==> src/rtl/vit_pmu_pkg.sv <==
package vit_pmu_pkg;

  // Two-bit code symbol {c0,c1} for one encoder window (newest bit at top).
  function automatic logic [1:0] code_sym(input logic [31:0] win,
                                          input logic [31:0] g0,
                                          input logic [31:0] g1);
    return {^(win & g0), ^(win & g1)};
  endfunction

  // Number of distinct code symbols of a rate 1/2 code.
  localparam int NUM_SYM = 4;

endpackage

==> src/rtl/vit_acs_node.sv <==
module vit_acs_node #(
  parameter int BM_W = 3,
  parameter int PM_W = 10
) (
  input  logic            clk,
  input  logic            rst,
  input  logic            en,
  input  logic [PM_W-1:0] pm_lo,
  input  logic [PM_W-1:0] pm_hi,
  input  logic [BM_W-1:0] bm_lo,
  input  logic [BM_W-1:0] bm_hi,
  output logic [PM_W-1:0] pm_sel,
  output logic            pick_hi
);

  logic [PM_W:0] cand_lo;
  logic [PM_W:0] cand_hi;

  always_comb begin
    cand_lo = {1'b0, pm_lo} + {{(PM_W+1-BM_W){1'b0}}, bm_lo};
    cand_hi = {1'b0, pm_hi} + {{(PM_W+1-BM_W){1'b0}}, bm_hi};
    // Strict compare: a tie keeps the lower-numbered predecessor.
    pick_hi = (cand_hi < cand_lo);
    pm_sel  = pick_hi ? cand_hi[PM_W-1:0] : cand_lo[PM_W-1:0];
  end

  AST_NO_OVERFLOW: assert property (@(posedge clk) disable iff (rst)
    en |-> (!cand_lo[PM_W] && !cand_hi[PM_W]));

endmodule

==> src/rtl/vit_best_sel.sv <==
module vit_best_sel #(
  parameter int NS   = 8,
  parameter int PM_W = 10,
  localparam int IW  = $clog2(NS)
) (
  input  logic            clk,
  input  logic            rst,
  input  logic [PM_W-1:0] metric [NS],
  output logic [IW-1:0]   best_idx,
  output logic [PM_W-1:0] best_val
);

  always_comb begin
    best_idx = '0;
    best_val = metric[0];
    for (int i = 1; i < NS; i++) begin
      if (metric[i] < best_val) begin
        best_idx = IW'(i);
        best_val = metric[i];
      end
    end
  end

  for (genvar g = 0; g < NS; g++) begin : g_chk
    AST_BEST_IS_MIN: assert property (@(posedge clk) disable iff (rst)
      best_val <= metric[g]);
    AST_BEST_LOWEST: assert property (@(posedge clk) disable iff (rst)
      (metric[g] == best_val) |-> (IW'(g) >= best_idx));
  end

endmodule

==> src/rtl/vit_noise_mon.sv <==
module vit_noise_mon #(
  parameter int NOISE_W = 8
) (
  input  logic               clk,
  input  logic               rst,
  input  logic               step,
  input  logic [1:0]         lvl_prev,
  input  logic [1:0]         lvl_next,
  output logic [NOISE_W-1:0] cnt
);

  logic [1:0]       rise;
  logic [NOISE_W:0] sum;

  always_comb begin
    rise = (lvl_next > lvl_prev) ? (lvl_next - lvl_prev) : 2'd0;
    sum  = {1'b0, cnt} + {{(NOISE_W-1){1'b0}}, rise};
  end

  always_ff @(posedge clk) begin
    if (rst) begin
      cnt <= '0;
    end else if (step) begin
      cnt <= sum[NOISE_W] ? {NOISE_W{1'b1}} : sum[NOISE_W-1:0];
    end
  end

  AST_NOISE_MONO: assert property (@(posedge clk) disable iff (rst)
    step |=> (cnt >= $past(cnt)));
  AST_NOISE_SAT: assert property (@(posedge clk) disable iff (rst)
    (cnt == {NOISE_W{1'b1}}) |=> (cnt == {NOISE_W{1'b1}}));
  AST_NOISE_IDLE: assert property (@(posedge clk) disable iff (rst)
    !step |=> $stable(cnt));

endmodule

==> src/rtl/vit_pmu.sv <==
module vit_pmu #(
  parameter int          K         = 4,
  parameter logic [31:0] G0        = 32'o15,
  parameter logic [31:0] G1        = 32'o17,
  parameter int          BM_W      = 3,
  parameter int          PM_W      = 10,
  parameter int          NOISE_W   = 8,
  parameter int          MON_STATE = 0,
  localparam int         NS        = 2 ** (K - 1),
  localparam int         SW        = K - 1
) (
  input  logic                 clk,
  input  logic                 rst,
  input  logic                 sym_valid,
  input  logic [4*BM_W-1:0]    bm_flat,
  output logic                 dec_valid,
  output logic [NS-1:0]        dec_bits,
  output logic [SW-1:0]        best_state,
  output logic [PM_W-1:0]      best_metric,
  output logic                 norm_evt,
  output logic [NOISE_W-1:0]   noise_cnt
);
  import vit_pmu_pkg::*;

  localparam logic [PM_W-1:0] INIT_HI = PM_W'(2 ** (PM_W - 2));

  logic [BM_W-1:0] bm      [NUM_SYM];
  logic [PM_W-1:0] pm_q    [NS];
  logic [PM_W-1:0] pm_n    [NS];
  logic [PM_W-1:0] pm_next [NS];
  logic [NS-1:0]   msb_vec;
  logic [NS-1:0]   dec_next;
  logic            norm_all;
  logic [SW-1:0]   best_idx_c;
  logic [PM_W-1:0] best_val_c;

  for (genvar j = 0; j < NUM_SYM; j++) begin : g_bm
    assign bm[j] = bm_flat[j*BM_W +: BM_W];
  end

  // Normalization: clear the top bit of every metric once all have it set.
  for (genvar i = 0; i < NS; i++) begin : g_norm
    assign msb_vec[i] = pm_q[i][PM_W-1];
    assign pm_n[i]    = norm_all ? {1'b0, pm_q[i][PM_W-2:0]} : pm_q[i];
  end
  assign norm_all = &msb_vec;

  // One ACS node per state; predecessors {s[1:0],0} and {s[1:0],1}.
  for (genvar s = 0; s < NS; s++) begin : g_state
    localparam int          P_LO  = (s * 2) % NS;
    localparam int          P_HI  = P_LO + 1;
    localparam int          U_BIT = s / (NS / 2);
    localparam logic [31:0] W_LO  = 32'(U_BIT * NS + P_LO);
    localparam logic [31:0] W_HI  = 32'(U_BIT * NS + P_HI);
    localparam logic [1:0]  S_LO  = code_sym(W_LO, G0, G1);
    localparam logic [1:0]  S_HI  = code_sym(W_HI, G0, G1);

    vit_acs_node #(.BM_W(BM_W), .PM_W(PM_W)) u_acs (
      .clk     (clk),
      .rst     (rst),
      .en      (sym_valid),
      .pm_lo   (pm_n[P_LO]),
      .pm_hi   (pm_n[P_HI]),
      .bm_lo   (bm[S_LO]),
      .bm_hi   (bm[S_HI]),
      .pm_sel  (pm_next[s]),
      .pick_hi (dec_next[s])
    );
  end

  vit_best_sel #(.NS(NS), .PM_W(PM_W)) u_best (
    .clk      (clk),
    .rst      (rst),
    .metric   (pm_next),
    .best_idx (best_idx_c),
    .best_val (best_val_c)
  );

  vit_noise_mon #(.NOISE_W(NOISE_W)) u_noise (
    .clk      (clk),
    .rst      (rst),
    .step     (sym_valid),
    .lvl_prev (pm_n[MON_STATE][PM_W-1:PM_W-2]),
    .lvl_next (pm_next[MON_STATE][PM_W-1:PM_W-2]),
    .cnt      (noise_cnt)
  );

  always_ff @(posedge clk) begin
    if (rst) begin
      for (int i = 0; i < NS; i++) begin
        pm_q[i] <= (i == 0) ? '0 : INIT_HI;
      end
      dec_valid   <= 1'b0;
      norm_evt    <= 1'b0;
      dec_bits    <= '0;
      best_state  <= '0;
      best_metric <= '0;
    end else begin
      dec_valid <= sym_valid;
      norm_evt  <= sym_valid & norm_all;
      if (sym_valid) begin
        for (int i = 0; i < NS; i++) begin
          pm_q[i] <= pm_next[i];
        end
        dec_bits    <= dec_next;
        best_state  <= best_idx_c;
        best_metric <= best_val_c;
      end
    end
  end

  AST_RESET_CLEAR: assert property (@(posedge clk)
    rst |=> (!dec_valid && !norm_evt && noise_cnt == '0));
  AST_DEC_PULSE: assert property (@(posedge clk) disable iff (rst)
    dec_valid |-> $past(sym_valid));
  AST_NORM_IN_STEP: assert property (@(posedge clk) disable iff (rst)
    norm_evt |-> dec_valid);
  AST_HOLD_IDLE: assert property (@(posedge clk) disable iff (rst)
    !sym_valid |=> ($stable(best_metric) && $stable(dec_bits) && $stable(best_state)));
  AST_NORM_DROPS: assert property (@(posedge clk) disable iff (rst)
    (sym_valid && norm_all) |=> (best_metric < $past(best_metric)));

endmodule

==> config.mk <==
export PLATFORM = sky130hd
export DESIGN_NAME = vit_pmu
export DESIGN_NICKNAME = d
export VERILOG_FILES = /design/src/rtl/vit_pmu_pkg.sv /design/src/rtl/vit_acs_node.sv /design/src/rtl/vit_best_sel.sv /design/src/rtl/vit_noise_mon.sv /design/src/rtl/vit_pmu.sv
export SDC_FILE = /design/constraint.sdc
export NUM_CORES = 1
export LEC_CHECK = 0
export CAP_MARGIN = 20
export CORE_ASPECT_RATIO = 0.8
export CORE_MARGIN = 2
export CORE_UTILIZATION = 55
export CTS_CLUSTER_DIAMETER = 120
export DETAILED_ROUTE_END_ITERATION = 8
export DONT_BUFFER_PORTS = 1
export GPL_ROUTABILITY_DRIVEN = 0
export PLACE_DENSITY_LB_ADDON = 0.12
export SLEW_MARGIN = 15
export SYNTH_ARGS = -nofsm -noshare
export SYNTH_HDL_FRONTEND = slang
export SYNTH_HIERARCHICAL = 1
export SYNTH_SLANG_ARGS = --single-unit
==> constraint.sdc <==
create_clock -name clk -period 46.3 [get_ports clk]
set_clock_uncertainty 0.05 [all_clocks]
set_input_delay 4.63 -clock clk [delete_from_list [all_inputs] [get_ports clk]]
set_output_delay 4.63 -clock clk [all_outputs]
set_load 0.01 [all_outputs]
# After elaboration in Yosys (flattened, before gate mapping)
# Memory sizes are Yosys's and may differ from the RTL's.
# Index checks and enable logic that the tools add are counted.
dict set report totals {
  ff_bits 31
  mem_bits_rw 80
  in_bits 15
  output_inout_bits 31
  wordCells 96
  mem_count 1
}
# name depth width rd rd_clocked_by_memory_dff wr line_no
set mem_list {}
lappend mem_list {pm_q 8 10 8 0 8 vit_pmu.sv:28} ;# logic [PM_W-1:0] pm_q [NS];
dict set report classes {
  n_addsub 18
  n_lt_le_gt_ge 16
  n_mux 45
  bitwise_logic 9
  n_reduce_logical 1
}
# cell n
set ops {}
lappend ops {{2-to-1 mux 10 bit} 31}
lappend ops {{adder 10 x 3 -> 11 bit} 16}
lappend ops {{< comparator 11 bit} 8}
lappend ops {{< comparator 10 bit} 7}
lappend ops {{2-to-1 mux 3 bit} 4}
lappend ops {{adder 8 x 2 -> 9 bit} 1}
lappend ops {{2-to-1 mux 8 bit} 1}
lappend ops {{bitwise OR 1 bit} 8}
lappend ops {{AND reduction 8 bit} 1}
lappend ops {{2-to-1 mux 1 bit} 6}
lappend ops {{2-to-1 mux 2 bit} 3}
lappend ops {{greater-than comparator 2 bit} 1}
lappend ops {{subtractor 2 bit} 1}
lappend ops {{AND 1 bit} 1}

# Depth between registers and ports, before layout
# An unclocked memory read counts as a cell.
dict set report logic_depth {
  ltp_word 20
  ltp_mapped 90
  ltp_nobuf 82
}

# Hierarchy
# The synthesis kept the hierarchy.
# module instances cells_per_inst area_per_inst_um2
set by_module_without_submodules {}
lappend by_module_without_submodules {vit_pmu 1 253 3837.4}
lappend by_module_without_submodules {{vit_acs_node (g_state[2].u_acs ...)} 4 109 855.8}
lappend by_module_without_submodules {vit_best_sel 1 401 2856.5}
lappend by_module_without_submodules {{vit_acs_node (g_state[0].u_acs ...)} 3 103 795.8}
lappend by_module_without_submodules {{vit_acs_node (g_state[5].u_acs)} 1 103 792.0}
lappend by_module_without_submodules {vit_noise_mon 1 58 524.3}

# Worst setup path after synthesis
# Ideal clock, no wire load.
dict set report synth_path {
  path_kind {in2reg}
  startpoint {input bm_flat[9]}
  endpoint {register best_metric[0]}
  setup_time_ns 0.128
  arrival_time_ns 19.906
  slack_ns 26.216
  stages 85
  path_buffers 7
  cell_sequence {ha_1 -> inv_1 -> fa_1 -> inv_1 -> a21o_1 -> nand4_1 -> xor2_1 -> inv_1 -> ha_1 -> nand4_1 -> o221ai_1 -> a311oi_2 -> buf_6 -> mux2i_1 -> inv_1 -> ha_1 -> a211o_1 -> a21oi_1 -> (+49 left out) -> nand2b_1 -> a21oi_1 -> o21ai_0 -> nor3_1 -> a31o_2 -> buf_2 -> a21oi_1 -> a22o_1 -> ha_1 -> a21o_1 -> a21o_1 -> a21oi_1 -> o21ai_0 -> nor3_1 -> a21oi_1 -> mux2_2 -> mux2i_1 -> nor2_1}
}
# item line_no
set synth_rtl {}
lappend synth_rtl {{start, declared} vit_pmu.sv:15} ;# input logic [4*BM_W-1:0] bm_flat,
lappend synth_rtl {{end signal, assigned} vit_pmu.sv:107} ;# best_metric <= best_val_c;
lappend synth_rtl {{end, declared} vit_pmu.sv:19} ;# output logic [PM_W-1:0] best_metric,

==> impl_metrics.tcl <==
set metrics [dict create \
    fillers 2273 \
    wl_per_cell_microns 20.36 \
    syn_area_per_cell_sq_um 8.859 \
    path_delay_family "compound AO/OA/AOI/OAI gates" \
    synth_edf_count 80 \
    cts-root-buf "clkbuf_16" \
    arrival_ns 23.04 \
    synth_top_family_by_area "adder cells" \
    rsz0062_at_grt "no" \
    htreeDepth 3 \
    clk_pin_slew_ns 0.07 \
    slew_headroom_pct 27.76 \
    muxShareOfSynthArea_pct 9.669 \
    drt-pass1-iter-count 5 \
    dp_cells 1849 \
    final_area_sq_um 14360 \
    io_pins 46 \
    criticalPathCategory "in2reg" \
    hold_path_class "reg2reg" \
    nNetsFinal 1771 \
    synth-seq-area-share_pct 21.87 \
    start_util_pct 56.40 \
    end_kind "flop" \
    start_kind "input port" \
    row_count 51 \
    core_sq_um 24500 \
    critPathMaxFanout 27 \
    netlist_instances 1560 \
    wl_met2_microns 15530 \
    holdBufCountCts 0 \
    insertion_delay_ns 0.37 \
    cpMostUsedCell "a21oi_1" \
    drcViolationCount 0 \
    hold_viol 0 \
    period_needed_ns 22.82 \
    synth_fa_ha_area_share_pct 19.90 \
    synth_top_area_cell "edfxtp_1" \
    drive_gt1_share_pct 6.057 \
    synthArstFlopShare_pct 0 \
    max_stage_delay_ns 0.83 \
    ys_seq_elements 111 \
    route.final.wire_length_microns 38080 \
    synth_simple_gate_area_share_pct 16.04 \
    place_area_sq_um 14040 \
    diodes 0 \
    chipWidth_microns 181.2 \
    via_per_inst 6.049 \
    syn_nets 1784 \
    finalSetupViolations 0 \
    synth_xor_area_share_pct 8.238 \
    synth.top_cell.area_share_pct 17.38 \
    m1WireLength_microns 18780 \
    clock.fmax_mhz 43.82 \
    ant_nets 0 \
    fin_cells 1870 \
    crit_slowest_cell "o41a_1" \
    top_layer_used "met4" \
    maxCapViolCount 0 \
    num_vias 11310 \
    clkSinkCount 111 \
    utilization_pct 58.60 \
    grt_usage_pct 29.00 \
    setup_tns_ns 0 \
    numCtsBuffers 9 \
    yosys-top-cells-area "edfxtp_1, ha_1, mux2i_1, inv_1, xor2_1" \
    syn_area_sq_um 13820 \
    worst_slew_pin_slew_ns 1.082 \
    yosys_warnings 6 \
    io_buffers 0 \
    clockBufferDepth 2 \
    synth-main-ff-cell "edfxtp_1" \
    drtIter0Drc 1065 \
    synth_compound_area_share_pct 17.05 \
    fin_crit_sh_pct 49.29 \
    die_height_microns 145.8 \
    dieArea_sq_um 26420 \
    slew_violations 0 \
    critPathBufInv 9 \
    synth_cell_types 74 \
    antenna_found_initial 0 \
    wl_met3_microns 3028 \
    cts_resized 0 \
    grt_max_degree 72 \
    cts_tree "done" \
    hpwl_microns 30590 \
    syn_to_final_growth_pct 3.893 \
    grt_pass1_vias 10910 \
    overflow 0 \
    worstPathRequired_ns 46.52 \
    status "complete, no violations" \
    postCtsSetupBuffers 0 \
    grt_pass1_wl_microns 59960 \
]
==> metrics by stage <==
stage          worst slack, ns  hold WS (ns)
3_3_place_gp             23.98        0.4923
2_1_floorplan            26.22        0.4812
6_report                 23.48        0.5096
4_1_cts                  23.72        0.5138
3_5_place_dp             23.35        0.4999
5_1_grt                  21.85        0.5363
==> per-layer routing <==
layer	up-vias	GRT usage [%]
li1	5523	-
met1	5398	43.46
met2	345	41.97
met3	46	6.131
met4	0	7.561
met5	-	0
==> logic make-up (layout without fill, tap and decap cells) <==
group | Yosys count | after routing
simple gates | 406 | 406
mux | 132 | 132
buf+inv | 237 | 229
flops | 111 | 111
compound gates | 335 | 335
fa+ha+maj | 209 | 209
xor+xnor | 130 | 130
==> worst register-to-register path: cells and delay by family (launching register included) <==
family          cells  cell delay, ns
compound gates     44           10.56
xor+xnor            1            0.23
fa+ha+maj           8            2.45
buf+inv             6            1.11
flops               1            0.39
mux                 5            1.61
simple gates       14            2.53
==> layout by cell type (no fill, tap or decap), types with 5 or more instances in the layout <==
cell type / instances
nand4_1: 34
and4_1: 5
o2111ai_1: 9
nor2_1: 76
buf_4: 10
a211oi_2: 6
o211a_1: 8
a22o_1: 9
ha_1: 191
o211ai_1: 7
xor2_1: 72
nand3_1: 25
nor2b_1: 29
fa_1: 18
nand2_1: 77
xnor2_1: 58
nand2b_1: 12
clkbuf_16: 9
o21ai_0: 37
a211oi_1: 11
a21oi_2: 13
a211o_1: 13
inv_1: 201
mux2i_1: 120
o21ai_1: 9
a21boi_0: 17
a21oi_1: 104
dfxtp_1: 31
o21a_1: 10
mux2_2: 8
and3_1: 20
or3_1: 6
edfxtp_1: 80
nor3_1: 21
a21o_1: 37
and2_1: 62
a31oi_1: 8
nand4_2: 5
nor3b_1: 8
==> sequential cells by signal (all words and copies together), names as in the netlist <==
name / count
pm_q: 80
best_state: 3
dec_bits: 8
best_metric: 10
norm_evt: 1
u_noise/cnt: 8
dec_valid: 1
==> cells in the mapped netlist, drive strengths merged, types with 7 or more instances <==
cell and number:
inv 201, ha 191, mux2i 120, a21oi 117
edfxtp 80, nand2 77, nor2 76, xor2 72
and2 62, xnor2 58, o21ai 46, nand4 39
a21o 37, dfxtp 31, nor2b 30, nand3 29
nor3 25, buf 24, and3 20, fa 18
a211oi 17, a21boi 17, a211o 13, clkbuf 12
mux2 12, nand2b 12, o21a 10, a22o 9
o2111ai 9, a31oi 8, nor3b 8, o211a 8
o221ai 8, and2b 7, o211ai 7
==> cell type report <==
type,count,area (sq um),area share [%]
Sequential cell,111,3023,21.05
Tap cell,318,397.9,2.771
Timing Repair Buffer,12,97.59,0.6797
Clock inverter,4,30.03,0.2091
Multi-Input combinational cell,1212,9819,68.39
Clock buffer,12,236.5,1.647
Inverter,201,754.5,5.254
==> path summary, 6_finish.rpt <==
kind	from	endpoint	slack [ns]	cells past startpoint
setup / recovery	bm_flat[6]	best_metric[0]	23.48	83
hold reg to reg	best_metric[5]	best_metric[5]	0.51	2
setup reg to reg	pm_q[0][19]	best_metric[0]	27.28	78
hold / removal	best_metric[5]	best_metric[5]	0.51	2
Power is not shown: default switching activity piles up to over one toggle a cycle in this logic, so the estimate is an artifact.
